`src/rtl/hiccup_pkg.sv`:
```
package hiccup_pkg;
   typedef enum logic [1:0] {
      SEQ_OFF    = 2'd0,
      SEQ_RAMP   = 2'd1,
      SEQ_RUN    = 2'd2,
      SEQ_HICCUP = 2'd3
   } seq_state_t;
endpackage

```
`src/rtl/hiccup_flag_sync.sv`:
```
module hiccup_flag_sync #(
   parameter int STAGES = 2,
   parameter int W      = 2
) (
   input  logic         clk,
   input  logic         rst_n,
   input  logic [W-1:0] d,
   output logic [W-1:0] q
);
   logic [W-1:0] pipe [STAGES];

   always_ff @(posedge clk or negedge rst_n) begin
      if (!rst_n) begin
         for (int i = 0; i < STAGES; i++) pipe[i] <= '0;
      end else begin
         pipe[0] <= d;
         for (int i = 1; i < STAGES; i++) pipe[i] <= pipe[i-1];
      end
   end

   assign q = pipe[STAGES-1];
endmodule

```
`src/rtl/hiccup_event_timer.sv`:
```
module hiccup_event_timer #(
   parameter int LIMIT = 16
) (
   input  logic clk,
   input  logic rst_n,
   input  logic clear,
   input  logic enable,
   output logic done
);
   localparam int CW = $clog2(LIMIT + 2);
   localparam logic [CW-1:0] LIM = CW'(LIMIT);

   logic [CW-1:0] cnt;

   always_ff @(posedge clk or negedge rst_n) begin
      if (!rst_n)
         cnt <= '0;
      else if (clear)
         cnt <= '0;
      else if (enable && cnt != LIM)
         cnt <= cnt + 1'b1;
   end

   assign done = (cnt == LIM);
endmodule

```
`src/rtl/hiccup_softstart_ramp.sv`:
```
module hiccup_softstart_ramp #(
   parameter int SS_W   = 4,
   parameter int SS_DIV = 2
) (
   input  logic            clk,
   input  logic            rst_n,
   input  logic            clear,
   input  logic            enable,
   output logic [SS_W-1:0] level,
   output logic            full
);
   localparam logic [SS_W-1:0] FULL_SCALE = '1;

   logic step;

   generate
      if (SS_DIV == 1) begin : g_nodiv
         assign step = enable;
      end else begin : g_div
         localparam int PW = $clog2(SS_DIV);
         localparam logic [PW-1:0] PMAX = PW'(SS_DIV - 1);
         logic [PW-1:0] pre;
         always_ff @(posedge clk or negedge rst_n) begin
            if (!rst_n)
               pre <= '0;
            else if (clear)
               pre <= '0;
            else if (enable)
               pre <= (pre == PMAX) ? '0 : pre + 1'b1;
         end
         assign step = enable && (pre == PMAX);
      end
   endgenerate

   always_ff @(posedge clk or negedge rst_n) begin
      if (!rst_n)
         level <= '0;
      else if (clear)
         level <= '0;
      else if (step && level != FULL_SCALE)
         level <= level + 1'b1;
   end

   assign full = (level == FULL_SCALE);
endmodule

```
`src/rtl/hiccup_fsm.sv`:
```
module hiccup_fsm
   import hiccup_pkg::*;
(
   input  logic       clk,
   input  logic       rst_n,
   input  logic       run_req,
   input  logic       fault,
   input  logic       ramp_full,
   input  logic       hiccup_done,
   output seq_state_t cur
);
   seq_state_t nxt;

   always_comb begin
      nxt = cur;
      if (!run_req) begin
         nxt = SEQ_OFF;
      end else begin
         case (cur)
            SEQ_OFF:    nxt = SEQ_RAMP;
            SEQ_RAMP:   if (fault) nxt = SEQ_HICCUP;
                        else if (ramp_full) nxt = SEQ_RUN;
            SEQ_RUN:    if (fault) nxt = SEQ_HICCUP;
            SEQ_HICCUP: if (hiccup_done) nxt = SEQ_RAMP;
            default:    nxt = SEQ_OFF;
         endcase
      end
   end

   always_ff @(posedge clk or negedge rst_n) begin
      if (!rst_n) cur <= SEQ_OFF;
      else        cur <= nxt;
   end
endmodule

```
`src/rtl/fault_hiccup_seq.sv`:
```
module fault_hiccup_seq
   import hiccup_pkg::*;
#(
   parameter int SS_W          = 4,
   parameter int SS_DIV        = 2,
   parameter int HICCUP_CYCLES = 40,
   parameter int BLANK_CYCLES  = 50,
   parameter int SYNC_STAGES   = 0
) (
   input  logic            clk,
   input  logic            rst_n,
   input  logic            run_req,
   input  logic            oc_flag,
   input  logic            uv_flag,
   input  logic            sc_en,
   output logic            pwm_inhibit,
   output logic            ss_active,
   output logic [SS_W-1:0] ss_level,
   output logic [1:0]      state
);
   generate
      if (SS_W < 1 || SS_W > 16) begin : g_bad_ssw
         $error("SS_W must lie in 1..16");
      end
      if (SS_DIV < 1) begin : g_bad_div
         $error("SS_DIV must be at least 1");
      end
      if (HICCUP_CYCLES < 1) begin : g_bad_hic
         $error("HICCUP_CYCLES must be at least 1");
      end
      if (BLANK_CYCLES < 1) begin : g_bad_blank
         $error("BLANK_CYCLES must be at least 1");
      end
      if (SYNC_STAGES < 0 || SYNC_STAGES > 3) begin : g_bad_sync
         $error("SYNC_STAGES must lie in 0..3");
      end
   endgenerate

   logic oc_s, uv_s;

   generate
      if (SYNC_STAGES == 0) begin : g_direct
         assign oc_s = oc_flag;
         assign uv_s = uv_flag;
      end else begin : g_sync
         logic [1:0] synced;
         hiccup_flag_sync #(.STAGES(SYNC_STAGES), .W(2)) u_sync (
            .clk (clk),
            .rst_n (rst_n),
            .d   ({oc_flag, uv_flag}),
            .q   (synced)
         );
         assign oc_s = synced[1];
         assign uv_s = synced[0];
      end
   endgenerate

   seq_state_t cur;
   logic       in_ramp, in_live, in_hiccup;
   logic       blank_done, hiccup_done, ramp_full;
   logic       fault;
   logic [SS_W-1:0] level_raw;

   assign in_ramp   = (cur == SEQ_RAMP);
   assign in_live   = (cur == SEQ_RAMP) || (cur == SEQ_RUN);
   assign in_hiccup = (cur == SEQ_HICCUP);

   assign fault = oc_s || (sc_en && uv_s && blank_done);

   hiccup_fsm u_fsm (
      .clk         (clk),
      .rst_n       (rst_n),
      .run_req     (run_req),
      .fault       (fault),
      .ramp_full   (ramp_full),
      .hiccup_done (hiccup_done),
      .cur         (cur)
   );

   hiccup_event_timer #(.LIMIT(BLANK_CYCLES)) u_blank (
      .clk    (clk),
      .rst_n  (rst_n),
      .clear  (!run_req || !in_live),
      .enable (in_live),
      .done   (blank_done)
   );

   hiccup_event_timer #(.LIMIT(HICCUP_CYCLES - 1)) u_hiccup (
      .clk    (clk),
      .rst_n  (rst_n),
      .clear  (!run_req || !in_hiccup),
      .enable (in_hiccup),
      .done   (hiccup_done)
   );

   hiccup_softstart_ramp #(.SS_W(SS_W), .SS_DIV(SS_DIV)) u_ramp (
      .clk    (clk),
      .rst_n  (rst_n),
      .clear  (!run_req || !in_live),
      .enable (in_ramp),
      .level  (level_raw),
      .full   (ramp_full)
   );

   assign pwm_inhibit = !in_live;
   assign ss_active   = in_ramp;
   assign ss_level    = in_live ? level_raw : '0;
   assign state       = cur;
endmodule

```
`config.mk`:
```
export PLATFORM = sky130hd
export DESIGN_NAME = fault_hiccup_seq
export DESIGN_NICKNAME = d
export VERILOG_FILES = /design/src/rtl/hiccup_pkg.sv /design/src/rtl/hiccup_flag_sync.sv /design/src/rtl/hiccup_event_timer.sv /design/src/rtl/hiccup_softstart_ramp.sv /design/src/rtl/hiccup_fsm.sv /design/src/rtl/fault_hiccup_seq.sv
export SDC_FILE = /design/constraint.sdc
export NUM_CORES = 1
export LEC_CHECK = 0
export ABC_AREA = 1
export CORE_ASPECT_RATIO = 0.7
export CORE_MARGIN = 2
export CORE_UTILIZATION = 45
export CTS_CLUSTER_DIAMETER = 60
export DETAILED_ROUTE_END_ITERATION = 8
export DONT_BUFFER_PORTS = 1
export RECOVER_POWER = 50
export SLEW_MARGIN = 20
export SYNTH_ARGS = -nofsm -noshare
export SYNTH_HDL_FRONTEND = slang
export SYNTH_SLANG_ARGS = --single-unit
```
`constraint.sdc`:
```
create_clock -name clk -period 2.04 [get_ports clk]
set_clock_uncertainty 0.1 [all_clocks]
set_input_delay 0 -clock clk [delete_from_list [all_inputs] [get_ports clk]]
set_output_delay 0 -clock clk [all_outputs]
set_load 0.005 [all_outputs]
```
==> results.md, run 1 <==
- Status: finished, final reports clean
- Synth warn: 0
- #FFs+latches synth: 19
- Cell variety after synth: 22
- CP max stage cell: dfrtp_1
- Syn Nets: between 100 and 150
- Post-Layout Cell Count: between 150 and 200
- Max Buffers Root-to-Sink: 2
- Slew Limit Fails: 0
- Wire length per cell: 12.48 um
- Crit path kind: flop to flop
- Detailed Place HPWL: 1.563 mm
- Wirelength, routed: 2.221 mm
- Avg Inst Size Synth: 7.909 um2
- Setup TNS: 0 ns
- Drt initial violations: 17
- CP Capture Type: flop
- Max transition margin: 42.44%
- Worst-Margin Slew: 0.8606 ns
- Post-Synth Simple-Gate Area: 29.16%
- Inst Count DP: ~170
- Setup ws final: 0.3803 ns
- Row count: 14
- Htree depth: 1
- Worst Path Buf+Inv: 2
- Synth Area in Compound Gates: 8.264%
- Ratio of cells with drive above 1 in the final layout: 20.55%
- Top delay family on crit path: flip-flops
- Mapped cell area: 1060 um2
- Fin Hold WS: between 0.07 and 0.08 ns
- Number of global-route vias before repair: 782
- Num CTS Buffers: 3
- # DRC: 0
- Minimum clock period: 1.660 ns
- Core Region: 2190 um2
- P per Cell Area: 870.0 nW/um2
- GP Congestion: ~0.82
- GRT Overall Usage: around a fifth
- Crit Path Max Fanout: 7
- HP Class: input port to flop
- Setup violations, final: 0
- Pre-CTS setup slack: 0.3307 ns
- Initial antenna violation count: 0
- Sink Count: 19
- CP required: 2.17 ns
- Area Growth Syn to Fin: 15.23%
- Max stage delay on crit path: 0.45 ns
- Reported max-cap violation count: 0
- Final Hold Viols: 0
- Worst path arrival time: 1.79 ns
- Die Ht: roughly 45 um
- Vias: 865
- Largest family of logic cells by synthesized area: simple AND/OR/NAND/NOR gates
- Post-Synth XOR/XNOR Area: 1.653%
- Peak supply drop: 0.7088 mV
- Mux cell area share after synthesis: 0%
- RSZ-0062 raised after global routing: no
- Clk Latency, worst-skew pair: 0.30 ns
- Type of origin of the critical path: flop
- First-pass GRT wire length: 3.691 mm
- Adder-Cell Fraction of Synth Area: 8.264%
- Final Util: 55.77%
- Drt pass-1 iters: 4
- Number of diodes: 0
- Register area share after synthesis: between 40% and 50%
- DIE WIDTH: a little over 60 um
- Initial Util: 48.40%
- Final period utilization: between 80% and 90%
- GR Overflow Total: 0
- Root buffer cell: clkbuf_4
- IO buf count: 0
- Fmax: between 600 and 700 MHz
- CP cell instances: inv_1 -> ha_2 -> nor2_4 -> inv_2 -> nor2_1 -> nand2_1 -> o21ai_1
- Ports: 14
- Post-DRT Antenna Nets: 0
- # nets final: 160
- CTS tree: yes
- Synthesized instance count: 134
- Vias per cell: around 4.9
- Largest net degree at the start of global routing: 20
- Leak pwr: ~0.56 nW
- Die area: 2765 um2
- Clock-pin slew on the worst setup and hold paths: 0.11 ns
==> sequential cells by signal, indices dropped and copies added, names as in the netlist <==
name	cells
u_blank.cnt	6
u_fsm.cur	2
u_hiccup.cnt	6
u_ramp.g_div.pre	1
u_ramp.level	4
==> tightest hold or removal path, cell delays in order <==
cell and delay [ns]:
nand2_1 0.04, inv_1 0.04, nand3_2 0.07, nand2_2 0.07
nand2_1 0.06, nand2_1 0.04, nand3_1 0.07, nand2_1 0.05
==> report_power, final <==
part	internal, mW	switching [mW]	leakage [nW]
clock network	0.0763	0.116	0.0150
registers	0.421	0.0514	0.259
logic	0.148	0.251	0.282
==> cells in the final DEF (no fill, tap or decap), types with 2 or more instances in the layout <==
cell / n
a21oi_1: 6
buf_4: 5
clkbuf_4: 3
dfrtp_1: 17
dfrtp_2: 2
dlygate4sd3_1: 3
ha_1: 5
ha_2: 2
inv_1: 16
inv_2: 5
nand2_1: 24
nand2_2: 4
nand3_1: 8
nand3_2: 2
nand4_1: 2
nor2_1: 15
nor2_2: 5
nor3_1: 2
nor3b_1: 2
o21ai_0: 4
o21ai_1: 6
==> cell usage after synthesis <==
cell type	n	area [um2]
nand4_1	2	12.51
nand3_2	1	10.01
o21ai_1	6	30.03
inv_1	16	60.06
nor3b_1	2	15.01
and3_1	1	6.260
clkinv_1	1	3.750
o21ai_0	4	20.02
a211oi_1	1	7.510
nand2_2	3	18.77
dfrtp_1	19	475.5
nand2_1	26	97.59
nor2_1	17	63.81
nor2_4	1	11.26
nor3_1	2	10.01
a21oi_1	6	30.03
ha_1	7	87.58
nor2_2	3	18.77
xor2_1	1	8.760
nand3_1	9	45.04
xnor2_1	1	8.760
inv_2	5	18.77
==> worst paths after layout <==
kind,startpoint,slack (ns),cells past startpoint,to
min reg2reg,u_ramp.g_div.pre,0.44,3,u_ramp.g_div.pre
min in group asynchronous,rst_n,0.15,1,u_hiccup.cnt[2]
min,uv_flag,0.07,8,u_fsm.cur[0]
max,u_fsm.cur[0],0.38,7,u_blank.cnt[1]
max reg2reg,u_fsm.cur[0],0.38,7,u_blank.cnt[1]
max in group asynchronous,rst_n,1.11,1,u_blank.cnt[0]
==> cell type report <==
| type | instances | area (um2) |
|---|---|---|
| clock buffer | 4 | 26.28 |
| fill | 213 | 968.4 |
| inverter | 22 | 82.58 |
| multi-input combinational | 93 | 526.8 |
| sequential | 19 | 478.0 |
| tap | 32 | 40.04 |
| timing repair buffer | 8 | 67.56 |
==> timing repair <==
action / in CTS / in global routing
resized for setup: 0 / 14
hold endpoints to repair: 37 / 0
hold buffers: 4 / 0
endpoints found under the setup margin: 0 / 1
buffers inserted: 0 / 5
==> per-stage QoR <==
stage | area, um2 | total power, mW
floorplan | 1060 | 0.7271
global placement | 1100 | 0.7926
detailed placement | 1100 | 0.8010
CTS | 1166 | 1.026
global route | 1221 | 1.162
finish | 1221 | 1.062
==> logic make-up after synthesis <==
kind of cell    after synthesis
simple gates                 67
buf+inv                      22
flops                        19
compound gates               17
fa+ha+maj                     7
xor+xnor                      2
==> metal layers <==
metal	share of wire (%)	vias to the layer above	wire (um)	GRT usage [%]
li1	-	452	-	-
met1	55	394	1220	29.04
met2	39	16	863	24.17
met3	5.7	3	126	7.018
met4	0.45	0	10	3.830
met5	0	-	0	0
(Power assumes the default switching activity.)
==> run 2, diff against run 1 <==
--- a/config.mk
+++ b/config.mk
@@ -5,7 +5,7 @@
 export SDC_FILE = /design/constraint.sdc
 export NUM_CORES = 1
 export LEC_CHECK = 0
-export ABC_AREA = 1
+export ABC_AREA = 0
 export CORE_ASPECT_RATIO = 0.7
 export CORE_MARGIN = 2
 export CORE_UTILIZATION = 45
==> constraint.sdc (replaced) <==
create_clock -name clk -period 1.6 [get_ports clk]
set_clock_uncertainty 0.1 [all_clocks]
set_input_delay 0 -clock clk [delete_from_list [all_inputs] [get_ports clk]]
set_output_delay 0 -clock clk [all_outputs]
set_load 0.005 [all_outputs]
==> run 2 against run 1 <==
  * The flow now finishes with violations (negative setup slack)
  * Non-clock buffer count increased by 9
  * Sequential share of layout area decreased by 1.1 points
  * Worst setup slack got worse by 0.39 ns
==> results.md, run 2 <==
- Status: finished with violations
- Failing checks: negative setup slack
- Area Growth Syn to Fin: 21.68%
- Post-synth EDFFs: 0
- Wire length per cell: 13.11 um
- Root buffer cell: clkbuf_4
- Max transition margin: 42.00%
- CP max stage cell: dfrtp_1
- Type of origin of the critical path: flop
- CP cell instances: inv_1 -> ha_2 -> a21o_1 -> a31oi_2 -> mux2_4
- Fmax: 621.2 MHz
- Reported max-cap violation count: 0
- Clk Latency, worst-skew pair: 0.30 ns
- Tot Pwr: 1.375 mW
- Worst Reg-to-Reg Cells: 5
- Die area: 2687 um2
- Post-synth top area cell: dfrtp_1
- Die Ht: 43.98 um
- # DRC: 0
- Number of global-route vias before repair: 756
- Initial antenna violation count: 0
- Inst Count DP: between 100 and 150
- Area of the multi-input gates: around 560 um2
- Drt pass-1 iters: 4
- R2R Setup Slk: -0.01 ns
- Slew Limit Fails: 0
- CTS tree: yes
- Most instantiated cells after synthesis: dfrtp_1 (19), nor2_1 (17), ha_1 (7), xor2_1 (7)
- Htree depth: 1
- Setup ws final: -0.009872 ns
- HP Class: input port to async pin
- Final Util: about three fifths
- Filler cell count: 196
- Syn Nets: ~110
- GRT Overall Usage: about 18%
- Ports: 14
- Top post-synthesis cells by area: dfrtp_1 (46%), ha_1 (8.5%), nor2_1 (6.2%), xor2_1 (6.0%), xnor2_1 (4.3%)
- Post-Layout Cell Count: 151
- Post-synth top flop: dfrtp_1
- Post-DRT Antenna Nets: 0
- Most frequent cells in the layout: dfrtp_1 (19), nor2_1 (17), buf_4 (14)
- Final Hold Viols: 0
- Core Region: 2155 um2
- IO buf count: 0
- Setup TNS: -0.009872 ns
- CP required: 1.70 ns
- Leading cell type in the layout, fill and taps excluded: dfrtp_1
- Crit path kind: flop to flop
- Mapped cell area: 1027 um2
- Largest net degree at the start of global routing: 20
- Crit Path Max Fanout: 4
- Top-area cell type share of the netlist area: 46.29%
- Vias: 751
- First-pass GRT wire length: between 3 and 4 mm
- Top-count cell post-synth: dfrtp_1
- Vias per cell: 4.974
- Cell variety after synth: 28
- GP Congestion: 0.7575
- Storage element area: 475.5 um2
- Number of diodes: 0
- Synthesized instance count: 99
- Detailed Place HPWL: 1.452 mm
- R2r startpoint: u_fsm.cur[1]
- Max Buffers Root-to-Sink: 2
- Initial Util: 47.68%
- DIE WIDTH: 61.11 um
- # nets final: 133
- Final instance area: 1250 um2
- Setup violations, final: 1
- Row count: 14
- #FFs+latches synth: 19
- Max stage delay on crit path: 0.45 ns
- Clock-pin slew on the worst setup and hold paths: approximately 0.1 ns
- Peak supply drop: 0.4674 mV
- Placed Area: 1171 um2
- Final period utilization: 100.6%
- Worst-Margin Slew: around 0.87 ns
- Top delay family on crit path: flip-flops
- Register area share after synthesis: 46.29%
- GR Overflow Total: 0
- R2r endpoint: u_fsm.cur[0]
- # Post-CTS Setup Buffers: 0
- Ratio of cells with drive above 1 in the final layout: 22.69%
- Ys async rst share: 100.0%
- Leak pwr: 0.5785 nW
- Num CTS Buffers: 3
- RSZ-0062 raised after global routing: yes
- Worst path arrival time: about 1.7 ns
- Sink Count: 19
- Minimum clock period: 1.610 ns
- Worst Path Buf+Inv: 1
- Avg Inst Size Synth: 10.38 um2
- Synth warn: 0
- CP Capture Type: flop
- Wirelength, routed: 1.979 mm
- P per Cell Area: between 1000 and 1500 nW/um2
- Drt initial violations: 34
- Largest registers: u_blank.cnt x6, u_hiccup.cnt x6, u_ramp.level x4
-- run 2: changes by cell type after synthesis, sizes merged, moves of 3 or more --
| cell | before | now |
|---|---|---|
| xnor2 | 1 | 5 |
| nand3 | 10 | 6 |
| nor2 | 21 | 17 |
| mux2i | 0 | 3 |
| inv | 21 | 3 |
| a21oi | 6 | 2 |
| nand2 | 29 | 4 |
| xor2 | 1 | 7 |
| o21ai | 10 | 2 |
| nor2b | 0 | 4 |
-- run 2: how the worst max path moves through the flow --
| stage | from | depth (start not counted) | to | slack (ns) |
|---|---|---|---|---|
| finish | u_fsm.cur[1] | 5 | u_fsm.cur[0] | -0.01 |
| global placement | u_fsm.cur[0] | 5 | u_ramp.level[1] | 0.04 |
| CTS | u_fsm.cur[0] | 5 | u_fsm.cur[0] | 0.01 |
| global route | u_blank.cnt[0] | 6 | u_fsm.cur[0] | -0.10 |
| detailed placement | u_fsm.cur[0] | 5 | u_fsm.cur[0] | 0.02 |
| floorplan | u_fsm.cur[0] | 5 | u_fsm.cur[0] | 0.04 |
-- run 2: cell type report --
cell class / instances / area share (%)
clock buffer: 4 / 2.102
inverter: 3 / 0.9009
multi-input combinational: 76 / 44.94
sequential: 19 / 38.04
tap: 32 / 3.203
timing repair buffer: 17 / 10.81
-- run 2: kinds of logic after synthesis --
family,Yosys count,share of synthesized area (%)
AND/OR/NAND/NOR,45,23.51
flip-flops,19,46.29
XOR/XNOR,12,10.23
AO/OA/AOI/OAI,8,5.603
adder cells (fa/ha/maj),7,8.526
buffers and inverters,4,1.461
multiplexers,4,4.385
-- run 2: stage by stage --
stage                     hold slack [ns]  setup slack (ns)
after floorplan                   -0.3956           0.03517
final                              0.1492         -0.009872
after global routing               0.2036           -0.1005
after detailed placement          -0.3951           0.02007
after CTS                          0.1575           0.01084
after global placement            -0.3952           0.04006
-- run 2: what timing repair did --
action	in CTS	in global routing
resized for setup	0	4
endpoints found under the setup margin	0	16
hold buffers	3	0
hold endpoints to repair	31	0
-- run 2: power breakdown --
group	internal, mW	total, mW	switching [mW]	leakage (nW)
Sequential	0.531	0.587	0.0554	0.262
Combinational	0.284	0.545	0.261	0.302
Clock	0.0972	0.244	0.146	0.0150
Total	0.913	1.38	0.462	0.579
-- run 2: layer usage --
layer,routed length [um],global-route usage (%),share of wire (%),up-vias
met5,0,0,0,-
met4,13,5.217,0.66,0
met3,75,6.269,3.8,2
met2,832,23.83,42,13
met1,1058,26.69,53,356
li1,-,-,-,380
